<file path="config.mk">
export PLATFORM = sky130hd
export DESIGN_NAME = prom_page_reader
export DESIGN_NICKNAME = d
export VERILOG_FILES = /design/src/rtl/prom_pkg.sv /design/src/rtl/prom_wait_timer.sv /design/src/rtl/prom_addr_seq.sv /design/src/rtl/prom_page_reader.sv
export SDC_FILE = /design/constraint.sdc
export NUM_CORES = 1
export LEC_CHECK = 0
export CAP_MARGIN = 30
export CELL_PAD_IN_SITES_DETAIL_PLACEMENT = 0
export CELL_PAD_IN_SITES_GLOBAL_PLACEMENT = 2
export CORE_MARGIN = 8
export CORE_UTILIZATION = 29
export CTS_CLUSTER_SIZE = 14
export DETAILED_ROUTE_END_ITERATION = 10
export GPL_TIMING_DRIVEN = 1
export PLACE_DENSITY = 0.79
export SLEW_MARGIN = 25
export SYNTH_ARGS = -nofsm -noshare
export SYNTH_HDL_FRONTEND = slang
export SYNTH_SLANG_ARGS = --single-unit
export TNS_END_PERCENT = 5
</file>
<file path="constraint.sdc">
create_clock -name clk_i -period 2.3 [get_ports clk_i]
set_clock_uncertainty 0.15 [all_clocks]
set_input_delay 0.69 -clock clk_i [delete_from_list [all_inputs] [get_ports clk_i]]
set_output_delay 0.69 -clock clk_i [all_outputs]
set_load 0.05 [all_outputs]
</file>
<file path="src/rtl/prom_pkg.sv">
package prom_pkg;
  typedef enum logic [1:0] {
    ST_IDLE,
    ST_ACCESS,
    ST_HOLD,
    ST_FLOAT
  } rd_state_e;
endpackage

</file>
<file path="src/rtl/prom_wait_timer.sv">
module prom_wait_timer #(
  parameter int CNT_W = 5
) (
  input  logic             clk_i,
  input  logic             rst_ni,
  input  logic             load_i,
  input  logic [CNT_W-1:0] load_val_i,
  output logic             done_o
);
  logic [CNT_W-1:0] cnt_q;

  always_ff @(posedge clk_i or negedge rst_ni) begin
    if (!rst_ni)            cnt_q <= '0;
    else if (load_i)        cnt_q <= load_val_i;
    else if (cnt_q != '0)   cnt_q <= cnt_q - 1'b1;
  end

  assign done_o = (cnt_q == '0);

  // counting phase decrements by exactly one per cycle
  p_timer_step_r4: assert property (@(posedge clk_i) disable iff (!rst_ni)
    (!load_i && cnt_q != '0) |=> (cnt_q == $past(cnt_q) - 1'b1));
endmodule

</file>
<file path="src/rtl/prom_addr_seq.sv">
module prom_addr_seq #(
  parameter int ROM_AW = 19,
  parameter int PAGE_W = 2
) (
  input  logic              clk_i,
  input  logic              rst_ni,
  input  logic              load_i,
  input  logic [ROM_AW:0]   load_addr_i,
  input  logic              load_byte_i,
  input  logic              step_i,
  output logic [ROM_AW-1:0] rom_addr_o,
  output logic              rom_lsb_o,
  output logic              byte_mode_o,
  output logic              page_end_o
);
  logic [ROM_AW:0] cur_q;
  logic            byte_q;

  always_ff @(posedge clk_i or negedge rst_ni) begin
    if (!rst_ni) begin
      cur_q  <= '0;
      byte_q <= 1'b0;
    end else if (load_i) begin
      cur_q  <= load_addr_i;
      byte_q <= load_byte_i;
    end else if (step_i) begin
      cur_q  <= cur_q + 1'b1;
    end
  end

  always_comb begin
    if (byte_q) begin
      rom_addr_o = cur_q[ROM_AW:1];
      rom_lsb_o  = cur_q[0];
      page_end_o = &cur_q[PAGE_W:0];
    end else begin
      rom_addr_o = cur_q[ROM_AW-1:0];
      rom_lsb_o  = 1'b0;
      page_end_o = &cur_q[PAGE_W-1:0];
    end
  end

  assign byte_mode_o = byte_q;

  // in-page step leaves the upper address untouched
  p_page_upper_r7: assert property (@(posedge clk_i) disable iff (!rst_ni)
    (step_i && !load_i && !page_end_o) |=>
      (rom_addr_o[ROM_AW-1:PAGE_W] == $past(rom_addr_o[ROM_AW-1:PAGE_W])));
  // crossing step moves the upper address
  p_page_cross_r6: assert property (@(posedge clk_i) disable iff (!rst_ni)
    (step_i && !load_i && page_end_o) |=>
      (rom_addr_o[ROM_AW-1:PAGE_W] != $past(rom_addr_o[ROM_AW-1:PAGE_W])));
endmodule

</file>
<file path="src/rtl/prom_page_reader.sv">
module prom_page_reader
  import prom_pkg::*;
#(
  parameter int ROM_AW      = 19,
  parameter int DATA_W      = 16,
  parameter int PAGE_W      = 2,
  parameter int LEN_W       = 8,
  parameter int WAIT_RANDOM = 25,
  parameter int WAIT_PAGE   = 8,
  parameter int WAIT_OE     = 8,
  parameter int WAIT_FLOAT  = 5
) (
  input  logic              clk_i,
  input  logic              rst_ni,
  input  logic              req_valid_i,
  output logic              req_ready_o,
  input  logic [ROM_AW:0]   req_addr_i,
  input  logic [LEN_W-1:0]  req_len_i,
  input  logic              req_byte_i,
  output logic              rom_ce_n_o,
  output logic              rom_oe_n_o,
  output logic              rom_word_o,
  output logic [ROM_AW-1:0] rom_addr_o,
  output logic              rom_lsb_o,
  output logic              rom_lsb_oe_o,
  input  logic [DATA_W-1:0] rom_data_i,
  output logic              rd_valid_o,
  input  logic              rd_ready_i,
  output logic [DATA_W-1:0] rd_data_o,
  output logic              rd_last_o
);
  localparam int WAIT_FIRST = (WAIT_RANDOM > WAIT_OE) ? WAIT_RANDOM : WAIT_OE;
  localparam int WAIT_A     = (WAIT_FIRST > WAIT_PAGE) ? WAIT_FIRST : WAIT_PAGE;
  localparam int WAIT_MAX   = (WAIT_A > WAIT_FLOAT) ? WAIT_A : WAIT_FLOAT;
  localparam int CNT_W      = $clog2(WAIT_MAX + 1);
  localparam int BYTE_W     = DATA_W / 2;

  rd_state_e         state_q;
  logic [LEN_W-1:0]  rem_q;
  logic              rd_valid_q, rd_last_q;
  logic [DATA_W-1:0] rd_data_q;

  logic             accept, hs, step, tmr_load, tmr_done, byte_mode, page_end;
  logic [CNT_W-1:0] tmr_val;

  assign accept = req_valid_i && (state_q == ST_IDLE);
  assign hs     = rd_valid_q && rd_ready_i;
  assign step   = hs && (rem_q != '0);

  always_comb begin
    tmr_load = 1'b0;
    tmr_val  = '0;
    if (accept) begin
      tmr_load = 1'b1;
      tmr_val  = CNT_W'(WAIT_FIRST - 1);
    end else if (hs) begin
      tmr_load = 1'b1;
      if (rem_q == '0)   tmr_val = CNT_W'(WAIT_FLOAT - 1);
      else if (page_end) tmr_val = CNT_W'(WAIT_RANDOM - 1);
      else               tmr_val = CNT_W'(WAIT_PAGE - 1);
    end
  end

  prom_wait_timer #(.CNT_W(CNT_W)) u_timer (
    .clk_i      (clk_i),
    .rst_ni     (rst_ni),
    .load_i     (tmr_load),
    .load_val_i (tmr_val),
    .done_o     (tmr_done)
  );

  prom_addr_seq #(.ROM_AW(ROM_AW), .PAGE_W(PAGE_W)) u_addr (
    .clk_i       (clk_i),
    .rst_ni      (rst_ni),
    .load_i      (accept),
    .load_addr_i (req_addr_i),
    .load_byte_i (req_byte_i),
    .step_i      (step),
    .rom_addr_o  (rom_addr_o),
    .rom_lsb_o   (rom_lsb_o),
    .byte_mode_o (byte_mode),
    .page_end_o  (page_end)
  );

  always_ff @(posedge clk_i or negedge rst_ni) begin
    if (!rst_ni) begin
      state_q    <= ST_IDLE;
      rem_q      <= '0;
      rd_valid_q <= 1'b0;
      rd_last_q  <= 1'b0;
      rd_data_q  <= '0;
    end else begin
      unique case (state_q)
        ST_IDLE: if (accept) begin
          state_q <= ST_ACCESS;
          rem_q   <= req_len_i;
        end
        ST_ACCESS: if (tmr_done) begin
          rd_valid_q <= 1'b1;
          rd_last_q  <= (rem_q == '0);
          rd_data_q  <= byte_mode ? {{(DATA_W-BYTE_W){1'b0}}, rom_data_i[BYTE_W-1:0]}
                                  : rom_data_i;
          state_q    <= ST_HOLD;
        end
        ST_HOLD: if (hs) begin
          rd_valid_q <= 1'b0;
          if (rem_q == '0) state_q <= ST_FLOAT;
          else begin
            rem_q   <= rem_q - 1'b1;
            state_q <= ST_ACCESS;
          end
        end
        ST_FLOAT: if (tmr_done) state_q <= ST_IDLE;
        default: state_q <= ST_IDLE;
      endcase
    end
  end

  assign req_ready_o  = (state_q == ST_IDLE);
  assign rom_ce_n_o   = !((state_q == ST_ACCESS) || (state_q == ST_HOLD));
  assign rom_oe_n_o   = rom_ce_n_o;
  assign rom_word_o   = !byte_mode;
  assign rom_lsb_oe_o = byte_mode;
  assign rd_valid_o   = rd_valid_q;
  assign rd_data_o    = rd_data_q;
  assign rd_last_o    = rd_last_q;

  p_stall_hold_r8: assert property (@(posedge clk_i) disable iff (!rst_ni)
    (rd_valid_o && !rd_ready_i) |=>
      (rd_valid_o && $stable(rd_data_o) && $stable(rd_last_o) && $stable(rom_addr_o)));
  p_beat_enables_r7: assert property (@(posedge clk_i) disable iff (!rst_ni)
    rd_valid_o |-> (!rom_ce_n_o && !rom_oe_n_o));
  p_ready_idle_r11: assert property (@(posedge clk_i) disable iff (!rst_ni)
    req_ready_o |-> (rom_ce_n_o && !rd_valid_o));
  p_float_after_last_r10: assert property (@(posedge clk_i) disable iff (!rst_ni)
    (rd_valid_o && rd_ready_i && rd_last_o) |=> (rom_ce_n_o && rom_oe_n_o && !req_ready_o));
  p_byte_upper_zero_r3: assert property (@(posedge clk_i) disable iff (!rst_ni)
    (rd_valid_o && !rom_word_o) |-> (rd_data_o[DATA_W-1:BYTE_W] == '0));
endmodule

</file>
==> flow_summary.yaml <==
status:
  status: "complete, but fails checks"
  violations: "setup timing"
yosys:
  yosysUniqueCellTypes: 51
  yosysTopAreaCell: "dfrtp_1"
  async_reset_ff_frac: 1.000
  ys_seq_area_frac: 0.4102
  yosys_warnings: 0
  syn_inst: 355
  syn_nets: 413
  synth_top_area_frac: 0.4102
  synth_edf_count: 0
  yosys-top-cells-count: "dfrtp_1 (54), nand2_1 (42), o21ai_0 (31)"
  syn_area_sq_um: 3294
  syn_area_per_cell_sq_um: 9.280
  synth_seq_cells: 54
  synth.most_common_cell: "dfrtp_1"
  synth.area.top_cells: "dfrtp_1 (41%), mux2_2 (9.2%), nand2_1 (4.8%), o21ai_0 (4.7%), ha_1 (3.4%)"
  synth_ff_type: "dfrtp_1"
layout:
  area_growth_pct: 49.07
  final_nets: 540
  antenna_cells: 0
  fillers: 1121
  fin_util: 0.4357
  drive_gt1_frac: 0.3002
  fin_cells: 626
pwr:
  report.power.total_mw: 8.175
  pwr_density_cell_nw_per_um2: 1665
  cellLeakagePower_nw: 2.040
  ir_worst_vdd_mv: 1.230
clock_tree:
  clock-sinks: 54
  holdBufCountCts: 0
  clockBufferDepth: 2
  root_buffer: "clkbuf_16"
  cts_tree: "done"
  clock_latency_ns: 0.30
  htree_levels: 2
  cts.clk_slew.worst_paths_ns: 0.07
  cts_buffers: 5
placed_design:
  gp_congestion: 0.8063
  place_inst: 618
  post-dp-hpwl_mm: 7.957
  place.port_buffers: 91
setup_path:
  worstPathArrival_ns: 1.48
  r2r-start: "rem_q[0]"
  cp_slowest_cell: "dfrtp_2"
  critPathLaunch: "u_addr.byte_mode_o"
  crit_top_cell: "buf_4"
  slowest_delay_ns: 0.48
  crit_type: "reg -> out"
  crit_required_ns: 1.46
  crit_path_end_kind: "output port"
  worstPathCellList: "buf_4 -> mux2_2 -> buf_4"
  cp_max_fo: 5
  start_kind: "flop"
  path_delay_family: "flip-flops"
  path_buf_inv: 2
routing:
  wl_per_cell_microns: 16.37
  drt-total-wl_mm: 10.25
  via_count: 3160
  detail_route.drc_violations: 0
  final_antenna_net_count: 0
  dr.pass1.iters: 4
  dr.first_iter.drc_count: 184
  viasPerCell: 5.048
sta:
  fmax_mhz: 430.9
  finalCritPeriodShare: 1.009
  slew_violations: 0
  worst_pin_slew_ns: 0.4706
  setup_violations: 11
  setup_slack_ns: -0.02096
  hold_violations: 0
  period_needed_ns: 2.321
  rsz0062_at_grt: "true"
  relSlewSlack: 0.6863
floorplan:
  die_y_microns: 122.6
  num_rows: 39
  initial_utilization: 0.2923
  coreArea_sq_um: 11270
  die-area_sq_um: 15030
  dieWidth_microns: 122.6
  pin_count: 92
global_routing:
  antenna_found_initial: 0
  grt_pass1_wl_mm: 16.99
  grt_max_degree: 27
  grt-ovfl-total: 0
  grt_pass1_vias: 3277
  grtUsageTotal: 0.1420
job:
  maxCapViolations: 0
hold_path:
  hold_path.class: "in -> async"
worst reg2reg max path, cell delays in order (launching register included):
cell       delay [ns]
dfrtp_1          0.38
inv_1            0.08
ha_1             0.16
or3b_2           0.51
o21ai_4          0.24
buf_4            0.20
buf_4            0.15
a211oi_1         0.09
a2bb2oi_1        0.14
routing by layer:
| metal | GRT usage | vias to the layer above | wire (microns) |
|---|---|---|---|
| li1 | - | 1568 | - |
| met1 | 0.1753 | 1525 | 4487 |
| met2 | 0.2436 | 58 | 5175 |
| met3 | 0.02714 | 9 | 447 |
| met4 | 0.04798 | 0 | 138 |
| met5 | 0 | - | 0 |
flip-flops by register name, summed over array words and instances, names as in the netlist:
register	flops
rem_q	8
u_timer.cnt_q	5
state_q	2
rd_data_o	16
u_addr.byte_mode_o	1
rd_valid_o	1
u_addr.cur_q	20
rd_last_o	1
worst paths after layout:
kind,to,slack (ns),depth (start not counted)
setup / recovery,rom_addr_o[18],-0.02,3
hold / removal,rd_data_o[13],0.19,1
setup reg to reg,rem_q[5],0.09,8
hold reg to reg,rd_data_o[13],0.34,2
max in group asynchronous,u_addr.cur_q[16],1.33,2
min in group clk_i,rd_data_o[13],0.34,2
logic make-up after synthesis:
group,Yosys count,synth area share
simple gates,124,0.2002
compound gates,97,0.1884
flops,54,0.4102
buf+inv,33,0.04482
mux,29,0.09837
xor+xnor,9,0.02393
fa+ha+maj,9,0.03418
power by group:
part	internal, mW	total (mW)	leakage (nW)	switching (mW)
logic	2.28	5.51	1.35	3.24
clock network	0.401	0.749	0.0706	0.348
registers	1.42	1.91	0.617	0.491
stage by stage:
step	hold WS (ns)	worst slack, ns	cell area (sq um)	setup TNS (ns)
finish	0.1906	-0.02096	4911	-0.1298
global placement	0.3136	-0.3267	4669	-4.436
global route	0.2162	-0.06711	4911	-0.6482
floorplan	0.2444	-0.1153	3301	-0.9078
detailed placement	0.3226	-0.3472	4669	-5.112
CTS	0.1891	-0.04188	4857	-0.3307
cells in the final DEF (no fill, tap or decap), types with 3 or more instances in the layout:
master           netlist  layout
a211oi_1               7       6
a21oi_1               17      17
a2bb2oi_1              6       6
a31oi_1               13      13
and2_1                 4       4
buf_12                 0       9
buf_4                  1      74
buf_6                  2      11
clkbuf_16              0       5
clkdlybuf4s50_1        0      46
dfrtp_1               54      53
ha_1                   9       9
inv_1                  9       8
mux2_2                27      20
mux2_4                 0       7
nand2_1               42      42
nand3_1                9       9
nand4_1               10      10
nor2_1                25      25
nor3_1                 5       5
o21ai_0               31      30
o31ai_1                5       5
o41ai_1                4       4
or4_1                  8       8
or4b_2                 3       3
xnor2_1                6       6
xor2_1                 3       3
repair_timing:
action                     CTS  global route
setup endpoints to repair   40            34
buffers inserted             0             0
gates cloned                 0             0
resized for setup           13            15
hold endpoints to repair     0             0
pin swaps                    0             2
layout make-up:
| cell class | count | area [sq um] | share of cell area |
|---|---|---|---|
| timing repair buffer | 143 | 1353 | 0.2754 |
| inverter | 10 | 37.54 | 0.007643 |
| tap | 143 | 178.9 | 0.03643 |
| clock inverter | 2 | 10.01 | 0.002038 |
| multi-input combinational | 268 | 1851 | 0.3768 |
| clock buffer | 6 | 128.9 | 0.02624 |
| sequential | 54 | 1353 | 0.2754 |
(Power assumes the default switching activity.)
